### src/rtl/addi_exec_pkg.sv
package addi_exec_pkg;
  localparam int WORD_W = 32;
  localparam int OP_W   = 6;
  localparam int FLD_W  = 5;
  localparam int SI_W   = 16;
  localparam int HI_W   = 18;
  localparam int PI_W   = SI_W + HI_W;
  localparam logic [OP_W-1:0] OP_ADD = 6'd14;
  localparam logic [OP_W-1:0] OP_PFX = 6'd1;
  localparam logic [1:0]      PFX_CLASS = 2'b10;

  typedef enum logic [1:0] {
    K_NONE    = 2'd0,
    K_ADD     = 2'd1,
    K_PREFIX  = 2'd2,
    K_ILLEGAL = 2'd3
  } kind_e;
endpackage

### src/rtl/addi_exec_decode.sv
module addi_exec_decode
  import addi_exec_pkg::*;
#(
  parameter int XLEN = 64
) (
  input  logic [WORD_W-1:0] word,
  input  logic              pend,
  input  logic [HI_W-1:0]   pend_hi,
  input  logic              pend_rel,
  output kind_e             kind,
  output logic [FLD_W-1:0]  rt,
  output logic [FLD_W-1:0]  ra,
  output logic              base_zero,
  output logic              base_addr,
  output logic [XLEN-1:0]   imm,
  output logic [HI_W-1:0]   hi_field,
  output logic              rel_flag
);
  localparam int SHORT_PAD = XLEN - SI_W;
  localparam int LONG_PAD  = XLEN - PI_W;

  logic [OP_W-1:0] op;
  logic [SI_W-1:0] si;
  logic [PI_W-1:0] joined;
  logic            is_pfx;

  assign op       = word[31:26];
  assign rt       = word[25:21];
  assign ra       = word[20:16];
  assign si       = word[15:0];
  assign hi_field = word[17:0];
  assign rel_flag = word[20];
  assign joined   = {pend_hi, si};
  assign is_pfx   = (op == OP_PFX) && (word[25:24] == PFX_CLASS) && !word[23];

  always_comb begin
    kind      = K_ILLEGAL;
    base_addr = 1'b0;
    base_zero = (ra == '0);
    imm       = {{SHORT_PAD{si[SI_W-1]}}, si};
    if (pend) begin
      if (op == OP_ADD) begin
        kind      = K_ADD;
        imm       = {{LONG_PAD{joined[PI_W-1]}}, joined};
        base_addr = pend_rel;
      end
    end else if (op == OP_ADD) begin
      kind = K_ADD;
    end else if (is_pfx) begin
      kind = K_PREFIX;
    end
  end
endmodule

### src/rtl/addi_exec_regfile.sv
module addi_exec_regfile #(
  parameter int XLEN = 64,
  parameter int NREG = 32,
  localparam int AW  = $clog2(NREG)
) (
  input  logic            clk,
  input  logic            rst,
  input  logic [AW-1:0]   rd_idx,
  output logic [XLEN-1:0] rd_data,
  input  logic            we,
  input  logic [AW-1:0]   we_idx,
  input  logic [XLEN-1:0] we_data
);
  logic [XLEN-1:0] regs [NREG];

  assign rd_data = regs[rd_idx];

  always_ff @(posedge clk) begin
    if (rst) begin
      for (int i = 0; i < NREG; i++) regs[i] <= '0;
    end else if (we) begin
      regs[we_idx] <= we_data;
    end
  end
endmodule

### src/rtl/addi_exec_unit.sv
module addi_exec_unit
  import addi_exec_pkg::*;
#(
  parameter int XLEN = 64,
  parameter int NREG = 32
) (
  input  logic              clk,
  input  logic              rst,
  input  logic              in_valid,
  output logic              in_ready,
  input  logic [WORD_W-1:0] in_word,
  input  logic [XLEN-1:0]   in_addr,
  output logic              wr_en,
  output logic [FLD_W-1:0]  wr_idx,
  output logic [XLEN-1:0]   wr_data,
  output logic              illegal
);
  logic            take;
  logic            pend_q;
  logic [HI_W-1:0] pend_hi_q;
  logic            pend_rel_q;
  logic [XLEN-1:0] pend_addr_q;

  kind_e            kind;
  logic [FLD_W-1:0] rt, ra;
  logic             base_zero, base_addr, rel_flag;
  logic [XLEN-1:0]  imm, rd_data, base, sum;
  logic [HI_W-1:0]  hi_field;

  assign in_ready = !rst;
  assign take     = in_valid && in_ready;

  addi_exec_decode #(.XLEN(XLEN)) u_dec (
    .word      (in_word),
    .pend      (pend_q),
    .pend_hi   (pend_hi_q),
    .pend_rel  (pend_rel_q),
    .kind      (kind),
    .rt        (rt),
    .ra        (ra),
    .base_zero (base_zero),
    .base_addr (base_addr),
    .imm       (imm),
    .hi_field  (hi_field),
    .rel_flag  (rel_flag)
  );

  addi_exec_regfile #(.XLEN(XLEN), .NREG(NREG)) u_rf (
    .clk     (clk),
    .rst     (rst),
    .rd_idx  (ra),
    .rd_data (rd_data),
    .we      (take && (kind == K_ADD)),
    .we_idx  (rt),
    .we_data (sum)
  );

  always_comb begin
    if (base_addr)      base = pend_addr_q;
    else if (base_zero) base = '0;
    else                base = rd_data;
    sum = base + imm;
  end

  always_ff @(posedge clk) begin
    if (rst) begin
      pend_q      <= 1'b0;
      pend_hi_q   <= '0;
      pend_rel_q  <= 1'b0;
      pend_addr_q <= '0;
      wr_en       <= 1'b0;
      wr_idx      <= '0;
      wr_data     <= '0;
      illegal     <= 1'b0;
    end else begin
      wr_en   <= 1'b0;
      illegal <= 1'b0;
      if (take) begin
        unique case (kind)
          K_PREFIX: begin
            pend_q      <= 1'b1;
            pend_hi_q   <= hi_field;
            pend_rel_q  <= rel_flag;
            pend_addr_q <= in_addr;
          end
          K_ADD: begin
            pend_q  <= 1'b0;
            wr_en   <= 1'b1;
            wr_idx  <= rt;
            wr_data <= sum;
          end
          default: begin
            pend_q  <= 1'b0;
            illegal <= 1'b1;
          end
        endcase
      end
    end
  end
endmodule

### config.mk
export PLATFORM = sky130hd
export DESIGN_NAME = addi_exec_unit
export DESIGN_NICKNAME = d
export VERILOG_FILES = /design/src/rtl/addi_exec_pkg.sv /design/src/rtl/addi_exec_decode.sv /design/src/rtl/addi_exec_regfile.sv /design/src/rtl/addi_exec_unit.sv
export SDC_FILE = /design/constraint.sdc
export NUM_CORES = 2
export LEC_CHECK = 0
export CORE_UTILIZATION = 60
export DETAILED_ROUTE_END_ITERATION = 16
export DONT_BUFFER_PORTS = 1
export PLACE_DENSITY = 0.76
export SYNTH_ARGS = -nofsm -noshare
export SYNTH_HDL_FRONTEND = slang
export SYNTH_SLANG_ARGS = --single-unit
### constraint.sdc
create_clock -name clk -period 9.1 [get_ports clk]
set_clock_uncertainty 0.2 [all_clocks]
set_input_delay 0.91 -clock clk [delete_from_list [all_inputs] [get_ports clk]]
set_output_delay 0.91 -clock clk [all_outputs]
set_load 0.005 [all_outputs]
==> qor.csv <==
metric,value,unit
outcome,"complete, but fails checks",
violations_in_the_final_reports,max-slew violations,
worst_vdd_ir,0.218,mV
cts.hold.buffers_added,87,
worstReg2RegStart,pend_q,
power.density,222,nW/µm²
route.final.wire_length,322000,µm
area.growth.synth_to_final,10.3,%
post-dp-hpwl,170000,µm
cts.reportedPaths.clkPinSlew,0.06,ns
synth_top_area_share,63.3,%
timing.hold.worst_endpoint,pend_hi_q[1],
detail_route.vias_per_cell,7.13,
post-place-cells,8488,
fin_cells,8980,
wire_per_inst,35.9,µm
track_usage,39.4,%
achievable-frequency,117,MHz
design_area,107000,µm²
setup_viol,0,
synth.avg_cell_area,14.2,µm²
final.period_utilization,94.2,%
synth.ff_latch_count,2203,
cpMaxStageDelayCell,sky130_fd_sc_hd__o21a_1,
worstPathArrival,8.91,ns
clockBufferDepth,3,
yosysMostFrequentCell,sky130_fd_sc_hd__edfxtp_1,
chipHeight,405,µm
cts_root_buffer,sky130_fd_sc_hd__clkbuf_16,
cts_tree,yes,
floorplan.initialDensity,60.5,%
syn_nets,7032,
critical_path_peak_fanout,130,
setup_slack_of_the_worst_register_to_register_path,2.43,ns
cts_repair_resize_count,0,
detail_route.iter0.violations,12411,
worst_min_delay_path_startpoint,in_word[1],
place_area,99200,µm²
worstPathCellList,buf_16 -> buf_16 -> buf_16 -> mux4_2 -> mux4_2 -> mux2i_1 -> o21ai_0 -> ha_1 -> nand2_1 -> a21oi_1 -> nor2b_1 -> nor4_1 -> a21boi_1 -> o21ai_0 -> a211oi_1 -> o21a_1 -> nor3_1,
finalHoldViolations,0,
synth_warn,0,
max_slew.worst_pin.slew,1.61,ns
grt_pass1_wl,448000,µm
route.detailed.drc,0,
critical_path.reg2reg.endpoint,u_rf.regs[29][62],
cts_made_buffers,211,
netlist_top_cells_area,"sky130_fd_sc_hd__edfxtp_1 (63%), sky130_fd_sc_hd__mux4_2 (15%), sky130_fd_sc_hd__nor2_1 (7.5%)",
timing.critical_path.mode_cell,sky130_fd_sc_hd__buf_16,
netlist_top_cells_count,"sky130_fd_sc_hd__edfxtp_1 (2048), sky130_fd_sc_hd__nor2_1 (1935), sky130_fd_sc_hd__mux4_2 (635)",
synth_async_sr_flop_share,0,%
grt_max_degree,518,
report.final.slew_viol_count,53,
firstDrtPassIters,12,
finalCriticalPeriod,8.57,ns
endpoint_kind,register,
synth_seq_area_share,66.5,%
grt_setup_unrepaired,no,
design.die.area,164000,µm²
std_cell_rows,147,
reg2reg_depth,16,
hold_class,input port to register,
drv.max_cap_violation_count,0,
start_kind,input port,
synth_flop_cell,sky130_fd_sc_hd__edfxtp_1,
p_leak,38.2,nW
combined_area_of_all_synthesized_cells,97200,µm²
io-pin-count,171,
final_layout_size_suffix_gt1_share,18.7,%
whs_path_depth,2,
cpPeakStageDelay,0.99,ns
critical_path_class,input port to register,
worst_slew_margin_rel,-7.02,%
grt.overflow.total,0,
cts.htree.levels,4,
cts_post_setup_buffers_inserted,0,
antenna_found_initial,20,
synthesis.instances,6867,
gp_routability_congestion,1.02,
cts.sink_count,2203,
clk-insertion-delay-late,0.88,ns
synth_top_area_cell,sky130_fd_sc_hd__edfxtp_1,
design.final.nets,6797,
worst_hold_slack,0.145,ns
core,161000,µm²
detailroute.via_count,64018,
drtAntennaViolNets,0,
number_of_global_route_vias_before_repair,61723,
synth_enable_flop_cells,2048,
io_buffer_count,0,
setup_total_negative_slack,0,ns
cp_data_required_time,9.44,ns
synth_unique_cells,67,
total_power,0.0238,W
die_width,405,µm
-- kinds of logic after synthesis --
logic type	Yosys count	share of synthesized area [%]
adders and majority gates	66	0.857
muxes	706	15.4
and+or+nand+nor	2703	11.1
DFF	2203	66.5
xor gates and xnor gates	51	0.467
AOI/OAI and AO/OA	430	2.75
buffers and inverters	708	2.94
-- area by class of cell --
class | count | area [µm²]
flip-flops and latches | 2203 | 64600
well taps | 2160 | 2700
repair buffers | 236 | 2080
clock buffers | 287 | 5880
multi-input cells | 3956 | 30700
fillers | 10767 | 53600
inverters | 24 | 97.6
clock inverters | 108 | 1100
diodes | 6 | 15.0
-- flip-flops by register name, indices dropped and copies added, names as in the netlist --
register / flops
illegal: 1
wr_idx: 5
pend_addr_q: 64
wr_en: 1
wr_data: 64
u_rf.regs: 2048
pend_q: 1
pend_hi_q: 18
pend_rel_q: 1
-- layout by cell type (no fill, tap or decap), drive strengths merged, types with 129 or more instances in the layout --
cell type / instances
a21oi: 129
buf: 149
clkbuf: 287
dfxtp: 155
edfxtp: 2048
mux4: 635
nand2: 378
nand3: 169
nor2: 1935
nor3: 143
o21ai: 171
-- report_power, final --
part           internal, W  total, W  switching [W]  leakage (nW)
Sequential          0.0113    0.0114      0.0000977          22.4
Clock              0.00499   0.00891        0.00391          3.39
Combinational     0.000950   0.00343        0.00248          12.5
Total               0.0173    0.0238        0.00649          38.2
-- per-stage QoR --
stage | setup WS, ns | util, %
4_1_cts | 2.67 | 66.6
3_5_place_dp | 1.78 | 61.7
2_1_floorplan | 3.26 | -
6_report | 0.530 | 66.7
3_3_place_gp | 1.82 | 61.7
5_1_grt | 0.162 | 66.7
-- critical path: cells and delay by family --
family	cells	cell delay [ns]
AOI/OAI and AO/OA	6	2.93
adders and majority gates	1	0.49
buffers and inverters	3	1.89
muxes	3	1.52
and+or+nand+nor	4	0.52
-- how the worst max path moves through the flow --
stage                     slack [ns]   startpoint  cells past startpoint           endpoint
after floorplan                 3.26  in_word[17]                     20  u_rf.regs[13][61]
after CTS                       2.67  in_word[26]                     18  u_rf.regs[12][50]
final                           0.53  in_word[16]                     17   u_rf.regs[0][61]
after global routing            0.16  in_word[16]                     17  u_rf.regs[22][61]
after detailed placement        1.78  in_word[26]                     18   u_rf.regs[5][50]
after global placement          1.82  in_word[26]                     18   u_rf.regs[5][50]
-- metal layers --
layer | up-vias | routed length [µm] | global-route usage, %
li1 | 24766 | - | -
met1 | 31543 | 104000 | 53.1
met2 | 6426 | 140000 | 56.8
met3 | 1261 | 56300 | 13.4
met4 | 22 | 21500 | 21.4
met5 | - | 161 | 0
Note: power is estimated with default switching activity, not from simulation.
